File: src/rtl/vtrap_pkg.sv
package vtrap_pkg;

  localparam logic [1:0] PRV_U = 2'd0;
  localparam logic [1:0] PRV_S = 2'd1;
  localparam logic [1:0] PRV_M = 2'd3;

  localparam logic [1:0] TGT_NONE = 2'd0;
  localparam logic [1:0] TGT_HS   = 2'd1;
  localparam logic [1:0] TGT_VS   = 2'd2;
  localparam logic [1:0] TGT_M    = 2'd3;

  localparam logic [1:0] RK_MACH = 2'd0;
  localparam logic [1:0] RK_SUP  = 2'd1;
  localparam logic [1:0] RK_HYP  = 2'd2;

  localparam int unsigned ECALL_BASE = 8;

  typedef struct packed {
    logic [1:0] priv;
    logic       virt;
    logic [1:0] m_pp;
    logic       m_pv;
    logic       s_pp;
    logic       s_pv;
    logic       m_ie;
    logic       m_pie;
    logic       s_ie;
    logic       s_pie;
  } hart_st_t;

endpackage

File: src/rtl/vtrap_route.sv
module vtrap_route
  import vtrap_pkg::*;
#(
  parameter int CAUSE_W = 5
) (
  input  hart_st_t                cur,
  input  logic                    is_irq,
  input  logic                    is_ecall,
  input  logic [CAUSE_W-1:0]      code,
  input  logic                    host_fault,
  input  logic [(1<<CAUSE_W)-1:0] m_exc,
  input  logic [(1<<CAUSE_W)-1:0] m_irq,
  input  logic [(1<<CAUSE_W)-1:0] h_exc,
  input  logic [(1<<CAUSE_W)-1:0] h_irq,
  output logic [1:0]              tgt,
  output logic [CAUSE_W-1:0]      eff_cause,
  output hart_st_t                nxt,
  output logic                    swap
);

  localparam logic [CAUSE_W-1:0] EC_BASE = CAUSE_W'(ECALL_BASE);

  logic [1:0] ec_off;
  logic       eff_irq;
  logic       m_bit;
  logic       h_bit;
  logic       guest_ok;

  always_comb begin
    unique case (cur.priv)
      PRV_U:   ec_off = 2'd0;
      PRV_S:   ec_off = cur.virt ? 2'd2 : 2'd1;
      default: ec_off = 2'd3;
    endcase
    eff_cause = is_ecall ? (EC_BASE + CAUSE_W'(ec_off)) : code;
    eff_irq   = is_irq & ~is_ecall;
  end

  always_comb begin
    m_bit    = eff_irq ? m_irq[eff_cause] : m_exc[eff_cause];
    h_bit    = eff_irq ? h_irq[eff_cause] : h_exc[eff_cause];
    guest_ok = h_bit & ~(host_fault & ~eff_irq);
    if (cur.priv == PRV_M || !m_bit) tgt = TGT_M;
    else if (cur.virt && guest_ok)   tgt = TGT_VS;
    else                             tgt = TGT_HS;
  end

  always_comb begin
    nxt  = cur;
    swap = 1'b0;
    unique case (tgt)
      TGT_M: begin
        nxt.m_pv  = cur.virt;
        nxt.m_pp  = cur.priv;
        nxt.m_pie = cur.m_ie;
        nxt.m_ie  = 1'b0;
        nxt.priv  = PRV_M;
        nxt.virt  = 1'b0;
        swap      = cur.virt;
      end
      TGT_VS: begin
        nxt.s_pp  = cur.priv[0];
        nxt.s_pie = cur.s_ie;
        nxt.s_ie  = 1'b0;
        nxt.priv  = PRV_S;
      end
      default: begin
        nxt.s_pv  = cur.virt;
        nxt.s_pp  = cur.priv[0];
        nxt.s_pie = cur.s_ie;
        nxt.s_ie  = 1'b0;
        nxt.priv  = PRV_S;
        nxt.virt  = 1'b0;
        swap      = cur.virt;
      end
    endcase
  end

endmodule

File: src/rtl/vtrap_ret.sv
module vtrap_ret
  import vtrap_pkg::*;
(
  input  hart_st_t   cur,
  input  logic [1:0] kind,
  input  logic       trap_ctl,
  output hart_st_t   nxt,
  output logic       swap,
  output logic       fault
);

  logic hyp_legal;
  logic pv_eff;

  always_comb begin
    hyp_legal = (cur.priv == PRV_M) ||
                (cur.priv == PRV_S && !cur.virt && !trap_ctl);
    pv_eff    = (kind == RK_HYP) ? 1'b1 : cur.s_pv;
    nxt       = cur;
    fault     = 1'b0;
    unique case (kind)
      RK_MACH: begin
        nxt.priv  = cur.m_pp;
        nxt.virt  = (cur.m_pp == PRV_M) ? 1'b0 : cur.m_pv;
        nxt.m_pp  = PRV_U;
        nxt.m_ie  = cur.m_pie;
        nxt.m_pie = 1'b1;
      end
      RK_SUP, RK_HYP: begin
        if (kind == RK_HYP && !hyp_legal) begin
          fault = 1'b1;
        end else begin
          nxt.s_pv  = pv_eff;
          nxt.priv  = cur.s_pp ? PRV_S : PRV_U;
          nxt.virt  = cur.virt ? 1'b1 : pv_eff;
          nxt.s_pp  = 1'b0;
          nxt.s_ie  = cur.s_pie;
          nxt.s_pie = 1'b1;
        end
      end
      default: ;
    endcase
    swap = (nxt.virt != cur.virt);
  end

endmodule

File: src/rtl/vtrap_ctrl.sv
module vtrap_ctrl
  import vtrap_pkg::*;
#(
  parameter int CAUSE_W = 5
) (
  input  logic                    clk,
  input  logic                    rst,
  input  logic                    trap_req,
  input  logic                    trap_is_irq,
  input  logic                    trap_is_ecall,
  input  logic [CAUSE_W-1:0]      trap_code,
  input  logic                    trap_host_fault,
  input  logic [(1<<CAUSE_W)-1:0] mdel_exc,
  input  logic [(1<<CAUSE_W)-1:0] mdel_irq,
  input  logic [(1<<CAUSE_W)-1:0] hdel_exc,
  input  logic [(1<<CAUSE_W)-1:0] hdel_irq,
  input  logic                    ret_req,
  input  logic [1:0]              ret_kind,
  input  logic                    sret_trap_ctl,
  output logic [1:0]              cur_priv,
  output logic                    cur_virt,
  output logic [1:0]              m_prev_priv,
  output logic                    m_prev_virt,
  output logic                    s_prev_priv,
  output logic                    s_prev_virt,
  output logic                    m_ie,
  output logic                    m_pie,
  output logic                    s_ie,
  output logic                    s_pie,
  output logic [1:0]              handler,
  output logic [CAUSE_W-1:0]      cause_q,
  output logic                    swap_strobe,
  output logic                    ret_fault
);

  hart_st_t           st_q;
  hart_st_t           ent_nxt;
  hart_st_t           ret_nxt;
  logic [1:0]         tgt;
  logic [CAUSE_W-1:0] eff_cause;
  logic               ent_swap;
  logic               ret_swap;
  logic               ret_bad;
  logic [1:0]         hdl_q;
  logic [CAUSE_W-1:0] cause_r;
  logic               swap_q;
  logic               fault_q;

  vtrap_route #(.CAUSE_W(CAUSE_W)) route_i (
    .cur        (st_q),
    .is_irq     (trap_is_irq),
    .is_ecall   (trap_is_ecall),
    .code       (trap_code),
    .host_fault (trap_host_fault),
    .m_exc      (mdel_exc),
    .m_irq      (mdel_irq),
    .h_exc      (hdel_exc),
    .h_irq      (hdel_irq),
    .tgt        (tgt),
    .eff_cause  (eff_cause),
    .nxt        (ent_nxt),
    .swap       (ent_swap)
  );

  vtrap_ret ret_i (
    .cur      (st_q),
    .kind     (ret_kind),
    .trap_ctl (sret_trap_ctl),
    .nxt      (ret_nxt),
    .swap     (ret_swap),
    .fault    (ret_bad)
  );

  always_ff @(posedge clk) begin
    if (rst) begin
      st_q    <= '0;
      st_q.priv <= PRV_M;
      hdl_q   <= TGT_NONE;
      cause_r <= '0;
      swap_q  <= 1'b0;
      fault_q <= 1'b0;
    end else if (trap_req) begin
      st_q    <= ent_nxt;
      hdl_q   <= tgt;
      cause_r <= eff_cause;
      swap_q  <= ent_swap;
      fault_q <= 1'b0;
    end else if (ret_req) begin
      st_q    <= ret_nxt;
      swap_q  <= ret_swap;
      fault_q <= ret_bad;
    end else begin
      swap_q  <= 1'b0;
      fault_q <= 1'b0;
    end
  end

  assign cur_priv    = st_q.priv;
  assign cur_virt    = st_q.virt;
  assign m_prev_priv = st_q.m_pp;
  assign m_prev_virt = st_q.m_pv;
  assign s_prev_priv = st_q.s_pp;
  assign s_prev_virt = st_q.s_pv;
  assign m_ie        = st_q.m_ie;
  assign m_pie       = st_q.m_pie;
  assign s_ie        = st_q.s_ie;
  assign s_pie       = st_q.s_pie;
  assign handler     = hdl_q;
  assign cause_q     = cause_r;
  assign swap_strobe = swap_q;
  assign ret_fault   = fault_q;

  AST_HOST_TRAP_NO_GUEST: assert property (@(posedge clk) disable iff (rst)
    (trap_req && !st_q.virt) |-> (tgt != TGT_VS));

  AST_HOST_FAULT_KEPT: assert property (@(posedge clk) disable iff (rst)
    (trap_req && trap_host_fault && !trap_is_irq && !trap_is_ecall) |-> (tgt != TGT_VS));

  AST_GUEST_ENTRY_KEEPS_V: assert property (@(posedge clk) disable iff (rst)
    (trap_req && tgt == TGT_VS) |=> (st_q.virt && $stable(st_q.s_pv) && !swap_q));

  AST_SWAP_ON_V_CHANGE: assert property (@(posedge clk) disable iff (rst)
    swap_q == (st_q.virt != $past(st_q.virt)));

  AST_MACHINE_NOT_VIRT: assert property (@(posedge clk) disable iff (rst)
    (st_q.priv == PRV_M) |-> !st_q.virt);

  AST_BAD_HRET_NO_EFFECT: assert property (@(posedge clk) disable iff (rst)
    ret_fault |-> $stable(st_q));

  AST_TRAP_BEATS_RET: assert property (@(posedge clk) disable iff (rst)
    (trap_req && ret_req) |=> (!fault_q && hdl_q == $past(tgt)));

endmodule

File: config.mk
export PLATFORM = sky130hd
export DESIGN_NAME = vtrap_ctrl
export DESIGN_NICKNAME = d
export VERILOG_FILES = /design/src/rtl/vtrap_pkg.sv /design/src/rtl/vtrap_route.sv /design/src/rtl/vtrap_ret.sv /design/src/rtl/vtrap_ctrl.sv
export SDC_FILE = /design/constraint.sdc
export NUM_CORES = 1
export LEC_CHECK = 0
export BUFFER_PORTS_ARGS = -buffer_cell sky130_fd_sc_hd__clkbuf_2
export CAP_MARGIN = 20
export CORE_ASPECT_RATIO = 0.6
export CORE_MARGIN = 5
export CORE_UTILIZATION = 45
export CTS_CLUSTER_SIZE = 40
export DETAILED_ROUTE_END_ITERATION = 7
export GPL_TIMING_DRIVEN = 0
export PLACE_DENSITY = 0.9
export SYNTH_ARGS = -nofsm -noshare
export SYNTH_HDL_FRONTEND = slang
export SYNTH_SLANG_ARGS = --single-unit
File: constraint.sdc
create_clock -name clk -period 5.8 [get_ports clk]
set_input_delay 0.87 -clock clk [delete_from_list [all_inputs] [get_ports clk]]
set_output_delay 0.87 -clock clk [all_outputs]
set_load 0.02 [all_outputs]
Word level (Yosys, flattened, before mapping)
Index checks and enable logic that the tools add are counted.
{"block": "totals", "regBits": 21, "in_bits": 143, "out_inout_bits": 21, "wordCells": 103}
{"block": "op_classes", "addsub": 1, "magnitude_cmp": 1, "n_eq_ne": 14, "muxes": 40, "bitwise": 8, "n_reduce_logical": 25}
{"operator": "2-to-1 mux 12 bit", "count": 2}
{"operator": "2-to-1 mux 2 bit", "count": 12}
{"operator": "binary-select mux 1 bit (select 5 bit)", "count": 4}
{"operator": "2-to-1 mux 1 bit", "count": 17}
{"operator": "equality test 2 bit, second input constant", "count": 5}
{"operator": "!= test 2 bit, second input constant", "count": 4}
{"operator": "AND reduction 4 bit", "count": 2}
{"operator": "< comparator 5 x 6 -> 1 bit, second input constant", "count": 1}
{"operator": "2-to-1 mux 3 bit", "count": 2}
{"operator": "case mux 3 bit (2 select lines)", "count": 1}
{"operator": "AND reduction 3 bit", "count": 2}
{"operator": "nonzero test 2 bit", "count": 3}
{"operator": "adder 4 x 2 -> 5 bit, first input constant", "count": 1}
{"operator": "2-to-1 mux 5 bit", "count": 1}
{"operator": "NOT 1 bit", "count": 5}
{"operator": "equality test 2 x 1 -> 1 bit, second input constant", "count": 2}
{"operator": "logical AND 1 bit", "count": 4}
{"operator": "zero test 1 bit", "count": 4}
{"operator": "zero test 2 bit", "count": 2}
{"operator": "case mux 2 bit (2 select lines)", "count": 1}
{"operator": "AND reduction 2 bit", "count": 2}
{"operator": "OR reduction 2 bit", "count": 2}
{"operator": "OR reduction 4 bit", "count": 1}
{"operator": "AND 1 bit", "count": 3}
{"operator": "other kinds (5)", "count": 6}

Depth between registers and ports, before layout
Gate-level depths: netlist of the first run.
{"block": "depth", "word_depth": 15, "depth_mapped": 14}

Hierarchy
From an unflattened synthesis of the first run, not the netlist that was laid out.
{"block": "hier_totals", "hier_cells": 335, "hier_area_um2": 2867.8}
{"module": "vtrap_route", "n_inst": 1, "cells_each": 212, "area_per_inst_um2": 1679.1}
{"module": "vtrap_ctrl", "n_inst": 1, "cells_each": 83, "area_per_inst_um2": 885.8}
{"module": "vtrap_ret", "n_inst": 1, "cells_each": 40, "area_per_inst_um2": 302.8}

Worst setup path before layout of the first run
OpenSTA, ideal clock, no wires.
{"block": "synth_path", "path_type": "input port to flip-flop", "startpoint": "input port trap_is_ecall", "endpoint": "register hdl_q[1] (netlist: handler[1])", "t_arrival_ps": 3061, "slack_ps": 2620, "stages": 11, "n_path_buf": 2, "cell_sequence": "buf_4 > nand2b_1 > o22a_4 > buf_6 > mux4_2 > mux4_2 > nor2_1 > a2111oi_1 > nor3_2 > nor2b_1 > o221a_2"}
{"block": "synth_between", "elab_chain_len": 9, "word_cells_on_any_way": 22}
{"element": "from (decl)", "line": "vtrap_ctrl.sv:10", "rtl": "input logic trap_is_ecall,"}
{"element": "branches (longest 8 deep; another with 2-to-1 mux 5 bit)"}
{"element": "2-to-1 mux 2 bit (*)", "line": "vtrap_route.sv:43", "rtl": "if (cur.priv == PRV_M || !m_bit) tgt = TGT_M;"}
{"element": "to (signal assigned)", "line": "vtrap_ctrl.sv:84", "rtl": "hdl_q <= tgt;"}
{"element": "to (decl)", "line": "vtrap_ctrl.sv:44", "rtl": "logic [1:0] hdl_q;"}
Every way passes the cells marked *. The select of a mux whose other input is x is not followed.
A chain may end at the register's enable or synchronous reset.

Worst setup path in the final report of the first run
{"block": "layout_path", "startpoint": "input port trap_is_ecall", "endpoint": "register st_q (netlist bit s_pie)"}
{"block": "layout_between", "elab_chain_len": 12, "word_cells_on_any_way": 25}
{"element": "branches (longest 8 deep; another with 2-to-1 mux 5 bit)"}
{"element": "2-to-1 mux 2 bit (*)", "line": "vtrap_route.sv:43"}
{"element": "equality test 2 bit (*)", "line": "vtrap_route.sv:51", "rtl": "unique case (tgt)"}
{"element": "!= test 2 bit (no source line) (*)"}
{"element": "AND reduction 4 bit (no source line) (*)"}
{"element": "to (signal assigned)", "line": "vtrap_ctrl.sv:83", "rtl": "st_q <= ent_nxt;"}
{"element": "to (signal assigned)", "line": "vtrap_ctrl.sv:89", "rtl": "st_q <= ret_nxt;"}
{"element": "to (decl)", "line": "vtrap_ctrl.sv:36", "rtl": "hart_st_t st_q;"}
Marked as above.

==> qor.csv, run 1 <==
stage,metric,value,unit
power_and_ir_drop,leakage,1.62,nW
synthesis,synth-adder-area-share,1.65,%
synthesis,synth_most_common_cell,nand2_1,
clocking,cts_tree,yes,
setup_path,reg2reg_depth,11,
finish,finalNonFillerCells,535,
synthesis,synthArstFlopShare,0,%
placed_design,dpl_cell_area,3160,um^2
placed_design,placed_cells,531,
run_status,status,"complete, no violations",
synthesis,yosys.cell_types.count,50,
clocking,cts_resized,0,
placed_design,gp_congestion,0.965,
floorplan,fp.dieArea,6630,um^2
placed_design,io_buffers,160,
synthesis,synth_xor_area_share,0,%
route,num_vias,3152,
grt,antenna_found_initial,0,
finish,fin_util,64.3,%
setup_path,crit_path_top_delay_cell,nor3_2,
power_and_ir_drop,power,0.497,mW
synthesis,synth_area,2280,um^2
clocking,clockBufferDepth,2,
sta,fin_crit_sh,62.5,%
clocking,post_cts_buffers,0,
route,route.detailed.drc,0,
placed_design,dpl.hpwl,7.77,mm
synthesis,synthMuxAreaShare,21.1,%
power_and_ir_drop,power.density,155,nW/um^2
floorplan,num_io_pins,164,
sta,tns,0,ns
sta,final_max_slew_viol_count,0,
finish,fin_nets,616,
sta,period_needed,3.63,ns
synthesis,synth_area_per_cell,7.46,um^2
route,finalWirelength,9.20,mm
synthesis,synth_compound_area_share,21.6,%
sta,setup_viol,0,
clocking,clockRootBuffer,clkbuf_8,
setup_path,crit_chain,buf_4 > clkbuf_1 > nor3_2 > a32oi_1 > a2111oi_0 > a211oi_1 > a32oi_1 > buf_4 > mux2i_1 > a221oi_1,
sta,maxSlewHeadroom,53.9,%
synthesis,synthSimpleGateAreaFrac,31.1,%
placed_design,post-place-ws,1.99,ns
clocking,clk_latency,0.26,ns
grt,grt_overflow,0,
sta,tightest_slew,0.688,ns
sta,hold_violations,0,
floorplan,die_x,102,um
clocking,cts_buffers,3,
grt,grt_pass1_vias,2878,
synthesis,synth_top_cell_area_share,18.5,%
sta,skew,0.00158,ns
route,drt_iter0_drc,280,
floorplan,core-area,4980,um^2
floorplan,rows,20,
setup_path,cp.required,5.96,ns
clocking,holdBufCountCts,0,
route,routed_via_density,5.89,
sta,worst_slack,2.17,ns
setup_path,crit_type,input port to flop,
route,drtPass1Iterations,5,
clocking,ctsHtreeMaxLevel,1,
setup_path,endpoint_kind,flop,
clocking,path_clk_slew,0.07,ns
synthesis,ys_seq_elements,21,
grt,grt_max_degree,12,
synthesis,synth_top_family_by_area,simple AND/OR/NAND/NOR gates,
setup_path,cp_slowest_stage_delay,0.65,ns
sta,fmax,276,MHz
grt,grtUsageTotal,25.9,%
clocking,cts_sinks,21,
finish,syn2layout_area_growth,40.8,%
setup_path,crit_fanout,10,
finish,final_area,3200,um^2
grt,grt_pass1_wl,13.6,mm
floorplan,start_util,45.7,%
synthesis,synth.top_cells.by_count,"64 x nand2_1, 29 x nand3_1, 25 x nor2_1",
finish,n_antenna_cell,0,
flow_run,maxCapViolCount,0,
synthesis,synth_top_area_cell,dfxtp_1,
route,routedWlPerCell,17.2,um
sta,worst_hold_slack,0.476,ns
setup_path,worstPathArrival,3.78,ns
setup_path,crit_path_start_kind,input port,
synthesis,synth_top_flop_cell,dfxtp_1,
synthesis,ys.warnings.count,0,
floorplan,die_y,65.1,um
finish,drive_gt1_share,42.2,%
synthesis,synthCells,305,
synthesis,syn_nets,451,
sta,grt_setup_unrepaired,no,
synthesis,yosys-top-cells-area,"dfxtp_1 18%, mux4_2 11%, nand2_1 11%",
hold_path,whs_path_depth,2,
synthesis,ys_seq_area_share,18.5,%
power_and_ir_drop,peakVddDrop,0.000110,V
route,antenna_left,0,
hold_path,min_path_type,flop to flop,
synthesis,synth-edff-count,0,
-- worst paths after layout --
| path | startpoint | end | slack (ns) |
|---|---|---|---|
| worst max register to register | cur_priv[0] | s_pie | 2.41 |
| worst min-delay path | m_prev_virt | m_prev_virt | 0.48 |
| worst max-delay path | trap_is_ecall | s_pie | 2.17 |
| worst min register to register | m_prev_virt | m_prev_virt | 0.48 |
-- metal layers --
layer  routed length [um]  global-route usage (%)
met2                 4220                    41.1
met1                 3560                    33.9
met5                    0                       0
met4                   99                    4.75
met3                 1320                    9.57
-- cell type report --
type	count	area (um^2)
well taps	66	82.6
inverters	5	18.8
clock buffers	4	45.0
repair buffers	160	801
multi-input cells	256	1720
fillers	462	1780
plain buffers	23	120
flip-flops and latches	21	420
-- power breakdown --
| group | internal [mW] | switching, mW | total [mW] | leakage (nW) |
|---|---|---|---|---|
| registers | 0.154 | 0.0108 | 0.165 | 0.173 |
| clock network | 0.0489 | 0.0457 | 0.0945 | 0.0228 |
| logic | 0.112 | 0.127 | 0.238 | 1.42 |
| total | 0.314 | 0.183 | 0.497 | 1.62 |
-- logic make-up after synthesis --
logic type                 after synthesis
and+or+nand+nor                        152
AOI/OAI and AO/OA                       67
muxes                                   34
buffers and inverters                   28
DFF                                     21
adders and majority gates                3
-- placed cells by master (no fill, tap or decap), drive strengths merged, types with 2 or more instances in the layout --
cell type    n
nand2b       6
o221a        2
a32oi        8
a221oi       2
a21oi       13
and2         2
nor2b        7
clkbuf     175
nor3         6
mux2i       21
nand4        7
mux2         2
a31o         4
o21ai        7
ha           3
a31oi       11
a2111oi      2
dfxtp       21
nand3b       3
mux4        11
a211oi       4
a22oi        3
inv          5
nand2       64
buf         12
nand3       29
nor2        25
-- registers in the layout, indices dropped and copies added, names as in the netlist, 2 cells and up --
register     count
cause_q          5
m_prev_priv      2
cur_priv         2
handler          2
-- critical path, delay by kind of cell --
kind	cells	cell delay, ns
mux	1	0.09
compound gates	5	1.51
buf+inv	3	0.66
simple gates	1	0.65
Note: power is estimated with default switching activity, not from simulation.
==> run 2: changes to the inputs <==
CORE_UTILIZATION = 42   (was 45)
PLACE_DENSITY = 0.85   (was 0.9)
clock period = 3.55 ns   (was 5.8 ns; I/O delays follow)
==> run 2 against run 1 <==
Cell count is the same. Sequential share of layout area is the same. Non-clock buffer count unchanged. Highest routed layer unchanged.
==> qor.csv, run 2 (same netlist as run 1, synthesis figures left out) <==
stage,metric,value,unit,change
placed_design,gp_congestion,0.917,,was 0.965
sta,skew,0.000900,ns,was 0.00158 ns
power_and_ir_drop,leakage,1.62,nW,unchanged
route,num_vias,3122,,was 3152
route,drtPass1Iterations,5,,unchanged
finish,fin_nets,616,,unchanged
setup_path,r2r-start,cur_virt,,was cur_priv[0]
setup_path,worst-path-buf-inv,3,,unchanged
clocking,path_clk_slew,0.07,ns,about the same
clocking,clockRootBuffer,clkbuf_8,,unchanged
clocking,clk_latency,0.26,ns,about the same
run_status,status,"complete, no violations",,unchanged
sta,grt_setup_unrepaired,no,,unchanged
route,antenna_left,0,,unchanged
sta,worst_hold_slack,0.502,ns,was 0.476 ns
route,routed_via_density,5.84,,was 5.89
setup_path,cp_slowest_stage_delay,0.73,ns,was 0.65 ns
grt,grt_overflow,0,,unchanged
grt,grt_pass1_vias,2876,,was 2878
setup_path,crit_fanout,10,,unchanged
finish,largest_reg_flops,5,,unchanged
sta,setup_viol,0,,unchanged
finish,final_common_cell,clkbuf_2,,unchanged
sta,tightest_slew,0.796,ns,was 0.688 ns
placed_design,dpl_cell_area,3160,um^2,unchanged
setup_path,worstPathArrival,3.42,ns,was 3.78 ns
setup_path,crit_path_top_delay_cell,nor3_2,,unchanged
floorplan,core-area,5150,um^2,was 4980 um^2
clocking,clockBufferDepth,2,,unchanged
finish,syn2layout_area_growth,40.8,%,unchanged
setup_path,crit_chain,buf_4 > clkbuf_1 > nor3_2 > a32oi_1 > a2111oi_0 > a211oi_1 > a32oi_1 > buf_4 > nand2_1 > a41o_1,,was buf_4 > clkbuf_1 > nor3_2 > a32oi_1 > a2111oi_0 > a211oi_1 > a32oi_1 > buf_4 > mux2i_1 > a221oi_1
power_and_ir_drop,power.density,255,nW/um^2,was 155 nW/um^2
route,route.detailed.drc,0,,unchanged
setup_path,endpoint_kind,flop,,unchanged
clocking,cts_buffers,3,,unchanged
setup_path,cp.required,3.71,ns,was 5.96 ns
floorplan,num_io_pins,164,,unchanged
sta,fmax,306,MHz,
route,drt_iter0_drc,283,,was 280
grt,grt_max_degree,12,,unchanged
finish,drive_gt1_share,42.2,%,unchanged
clocking,cts_resized,0,,unchanged
flow_run,maxCapViolCount,0,,unchanged
clocking,holdBufCountCts,0,,unchanged
finish,n_antenna_cell,0,,unchanged
grt,grtUsageTotal,24.9,%,was 25.9%
floorplan,die_y,67.0,um,was 65.1 um
setup_path,reg2reg_depth,11,,unchanged
finish,final_area,3200,um^2,unchanged
sta,final_max_slew_viol_count,0,,unchanged
setup_path,cp_top_family,compound AO/OA/AOI/OAI gates,,unchanged
setup_path,cp.depth,10,,unchanged
hold_path,min_path_type,flop to flop,,unchanged
sta,fin_crit_sh,92.0,%,
sta,tns,0,ns,unchanged
route,routedWlPerCell,17.8,um,was 17.2 um
setup_path,rrSetupSlack,0.32,ns,was 2.41 ns
sta,period_needed,3.27,ns,
clocking,ctsHtreeMaxLevel,1,,unchanged
placed_design,dpl.hpwl,7.94,mm,was 7.77 mm
grt,grt_pass1_wl,14.3,mm,was 13.6 mm
setup_path,r2r_end,handler[1],,was s_pie
route,finalWirelength,9.51,mm,was 9.20 mm
setup_path,endpoint,m_ie,,was s_pie
clocking,cts_sinks,21,,unchanged
hold_path,holdCritStartpoint,m_prev_virt,,unchanged
floorplan,rows,20,,unchanged
grt,antenna_found_initial,0,,unchanged
setup_path,crit_type,input port to flop,,unchanged
power_and_ir_drop,peakVddDrop,0.000203,V,was 0.000110 V
setup_path,critPathLaunch,trap_is_ecall,,unchanged
placed_design,placed_cells,531,,unchanged
floorplan,fp.dieArea,7040,um^2,was 6630 um^2
finish,finalNonFillerCells,535,,unchanged
power_and_ir_drop,power,0.816,mW,was 0.497 mW
floorplan,die_x,105,um,was 102 um
placed_design,io_buffers,160,,unchanged
sta,hold_violations,0,,unchanged
clocking,cts_tree,yes,,unchanged
clocking,post_cts_buffers,0,,unchanged
sta,maxSlewHeadroom,46.7,%,was 53.9%
finish,final_cell_mix,"161 x clkbuf_2, 64 x nand2_1, 29 x nand3_1, 25 x nor2_1",,unchanged
finish,nFillCells,490,,was 462
setup_path,crit_path_start_kind,input port,,unchanged
floorplan,start_util,44.2,%,was 45.7%
## run 2: where the power goes
| group | internal, mW | switching, mW |
|---|---|---|
| sequential | 0.251 | 0.0178 |
| clock | 0.0799 | 0.0749 |
| combinational | 0.182 | 0.210 |
| total | 0.514 | 0.302 |
## run 2: metal layers
layer / part of all wire [%] / wire, um / GRT usage, % / up-vias
met5: 0 / 0 / 0 / -
met4: 0.45 / 43 / 1.59 / 0
met3: 12 / 1120 / 8.62 / 6
met2: 45 / 4300 / 39.1 / 187
met1: 43 / 4050 / 34.5 / 1457
li1: - / - / - / 1472
## run 2: worst reg2reg max path, stage by stage, from the launching register on
cell and delay [ns]:
dfxtp_1 0.39, buf_2 0.24, a21oi_1 0.15, a21oi_1 0.36
buf_4 0.30, mux4_2 0.32, mux4_2 0.49, nor2_1 0.13
a2111oi_1 0.09, nor3_2 0.28, nor2b_1 0.12, o221a_2 0.25
## run 2: how the worst min path moves through the flow
stage,end,cells past startpoint,slack (ns)
2_1_floorplan,m_prev_virt,2,0.55
3_3_place_gp,m_prev_virt,2,0.47
4_1_cts,m_prev_virt,2,0.50
5_1_grt,m_prev_virt,2,0.52
6_report,m_prev_virt,2,0.50
3_5_place_dp,m_prev_virt,2,0.48
## run 2: metrics by stage
step                worst slack (ns)  util, %
floorplan                      0.696        -
global placement               0.114     61.3
detailed placement             0.105     61.3
CTS                            0.330     62.2
global route                  0.0672     62.2
finish                         0.283     62.2
## run 2: cell type report
class	instances	area [um^2]	share of cell area [%]
inverters	5	18.8	0.586
well taps	66	82.6	2.58
plain buffers	23	120	3.75
clock buffers	4	45.0	1.41
multi-input cells	256	1720	53.6
repair buffers	160	801	25.0
flip-flops and latches	21	420	13.1
==> run 3: changes to the inputs <==
PLACE_DENSITY = 0.79   (was 0.85)
==> run 3 against run 2 <==
Maximum frequency grew 1.5%. Power increased by 0.45%. Via count about the same. Non-clock buffer count stayed put. Largest cell class unchanged.
==> qor.csv, run 3 (same netlist as run 1, synthesis figures left out) <==
stage,metric,value,unit,change
grt,antenna_found_initial,0,,unchanged
route,drtPass1Iterations,5,,unchanged
finish,fin_nets,616,,unchanged
grt,grt_overflow,0,,unchanged
power_and_ir_drop,power,0.820,mW,was 0.816 mW
route,routed_via_density,5.83,,was 5.84
clocking,clk_latency,0.26,ns,about the same
setup_path,endpoint_kind,flop,,unchanged
floorplan,die_y,67.0,um,unchanged
placed_design,dpl_cell_area,3160,um^2,unchanged
finish,final_area,3210,um^2,was 3200 um^2
grt,grt_pass1_vias,2915,,was 2876
sta,skew,0.00724,ns,was 0.000900 ns
finish,final_common_cell,clkbuf_2,,unchanged
power_and_ir_drop,peakVddDrop,0.000162,V,was 0.000203 V
route,route.detailed.drc,0,,unchanged
sta,setup_viol,0,,unchanged
grt,grtUsageTotal,25.4,%,was 24.9%
floorplan,start_util,44.2,%,unchanged
power_and_ir_drop,combPwrFrac,48.2,%,was 48.0%
grt,grt_pass1_wl,14.3,mm,about the same
setup_path,crit_type,flop to flop,,was input port to flop
placed_design,gp_congestion,0.946,,was 0.917
clocking,holdBufCountCts,0,,unchanged
clocking,clockRootBuffer,clkbuf_8,,unchanged
power_and_ir_drop,pwr-share-seq,32.8,%,was 33.0%
clocking,ctsHtreeMaxLevel,1,,unchanged
clocking,clockBufferDepth,2,,unchanged
finish,drive_gt1_share,42.4,%,was 42.2%
placed_design,dpl.hpwl,7.85,mm,was 7.94 mm
clocking,cts_sinks,21,,unchanged
finish,final_cell_mix,"161 x clkbuf_2, 64 x nand2_1, 29 x nand3_1, 25 x nor2_1",,unchanged
floorplan,die_x,105,um,unchanged
power_and_ir_drop,power.density,255,nW/um^2,about the same
power_and_ir_drop,swShare,37.2,%,was 37.1%
clocking,path_clk_slew,0.07,ns,about the same
setup_path,crit_path_start_kind,flop,,was input port
finish,largest_reg_flops,5,,unchanged
sta,maxSlewHeadroom,51.2,%,was 46.7%
route,drt_iter0_drc,266,,was 283
run_status,status,"complete, no violations",,unchanged
setup_path,worstPathArrival,3.37,ns,was 3.42 ns
floorplan,rows,20,,unchanged
placed_design,io_buffers,160,,unchanged
floorplan,num_io_pins,164,,unchanged
clocking,cts_tree,yes,,unchanged
sta,tns,0,ns,unchanged
sta,worst_slack,0.332,ns,was 0.283 ns
setup_path,crit_fanout,10,,unchanged
clocking,cts_buffers,3,,unchanged
flow_run,maxCapViolCount,0,,unchanged
finish,n_antenna_cell,0,,unchanged
setup_path,critPathLaunch,cur_priv[0],,was trap_is_ecall
hold_path,min_path_type,flop to flop,,unchanged
route,antenna_left,0,,unchanged
sta,period_needed,3.22,ns,was 3.27 ns
sta,final_max_slew_viol_count,0,,unchanged
route,finalWirelength,9.48,mm,was 9.51 mm
floorplan,core-area,5150,um^2,unchanged
sta,fmax,311,MHz,was 306 MHz
clocking,post_cts_buffers,0,,unchanged
sta,hold_violations,0,,unchanged
clocking,cts_resized,0,,unchanged
power_and_ir_drop,leakage,1.62,nW,about the same
route,num_vias,3119,,was 3122
floorplan,fp.dieArea,7040,um^2,unchanged
hold_path,holdCritStartpoint,m_prev_virt,,unchanged
power_and_ir_drop,intPower,0.515,mW,was 0.514 mW
route,routedWlPerCell,17.7,um,was 17.8 um
finish,fin_util,62.3,%,was 62.2%
sta,fin_crit_sh,90.6,%,was 92.0%
finish,syn2layout_area_growth,41.1,%,was 40.8%
setup_path,r2r-start,cur_priv[0],,was cur_virt
placed_design,post-place-ws,0.134,ns,was 0.105 ns
sta,tightest_slew,0.729,ns,was 0.796 ns
power_and_ir_drop,switching_power,0.305,mW,was 0.302 mW
power_and_ir_drop,power_frac_clock,19.0,%,about the same
setup_path,cp.required,3.70,ns,was 3.71 ns
finish,nFillCells,503,,was 490
finish,register_area,420,um^2,unchanged
sta,grt_setup_unrepaired,no,,unchanged
finish,multi_input_area,1720,um^2,about the same
grt,grt_max_degree,12,,unchanged
## run 3: cell counts in the layout (fill, tap and decap cells not counted)
Identical to the previous run, type by type.
## run 3: final cells by class
type                            instances  area share, %
Inverter                                5          0.584
Timing Repair Buffer                  160           24.9
Sequential cell                        21           13.1
Buffer                                 23           3.74
Tap cell                               66           2.57
Clock buffer                            4           1.40
Multi-Input combinational cell        256           53.7
## run 3: metrics by stage
stage               std cells  hold slack, ns
finish                    535           0.484
global route              535           0.524
CTS                       535           0.489
detailed placement        531           0.479
global placement          531           0.474
floorplan                 305           0.545
## run 3: final timing paths
check / endpoint / slack, ns / cells past startpoint
hold / removal: m_prev_virt / 0.48 / 2
setup reg to reg: cur_virt / 0.33 / 10
hold reg to reg: m_prev_virt / 0.48 / 2
setup / recovery: cur_virt / 0.33 / 10
## run 3: power groups by stage
stage	clock (mW)	sequential [mW]	combinational (mW)
floorplan	0	0.288	0.216
global placement	0	0.273	0.378
CTS	0.161	0.268	0.388
global route	0.173	0.271	0.430
detailed placement	0	0.273	0.386
finish	0.156	0.269	0.395
## run 3: metal layers
metal	vias to the layer above	track usage (%)	wire length [um]
met2	190	40.0	4290
met1	1449	35.7	4150
li1	1472	-	-
met4	0	2.87	45
met3	8	6.87	990
met5	-	0	0
## run 3: critical path: stages (launching register included)
cell	delay (ns)
dfxtp_1	0.55
nor2b_1	0.27
o22a_4	0.22
buf_6	0.18
mux4_2	0.51
mux4_2	0.50
nor2_1	0.12
a2111oi_1	0.09
nor3_2	0.29
nor2b_1	0.12
a31o_2	0.26
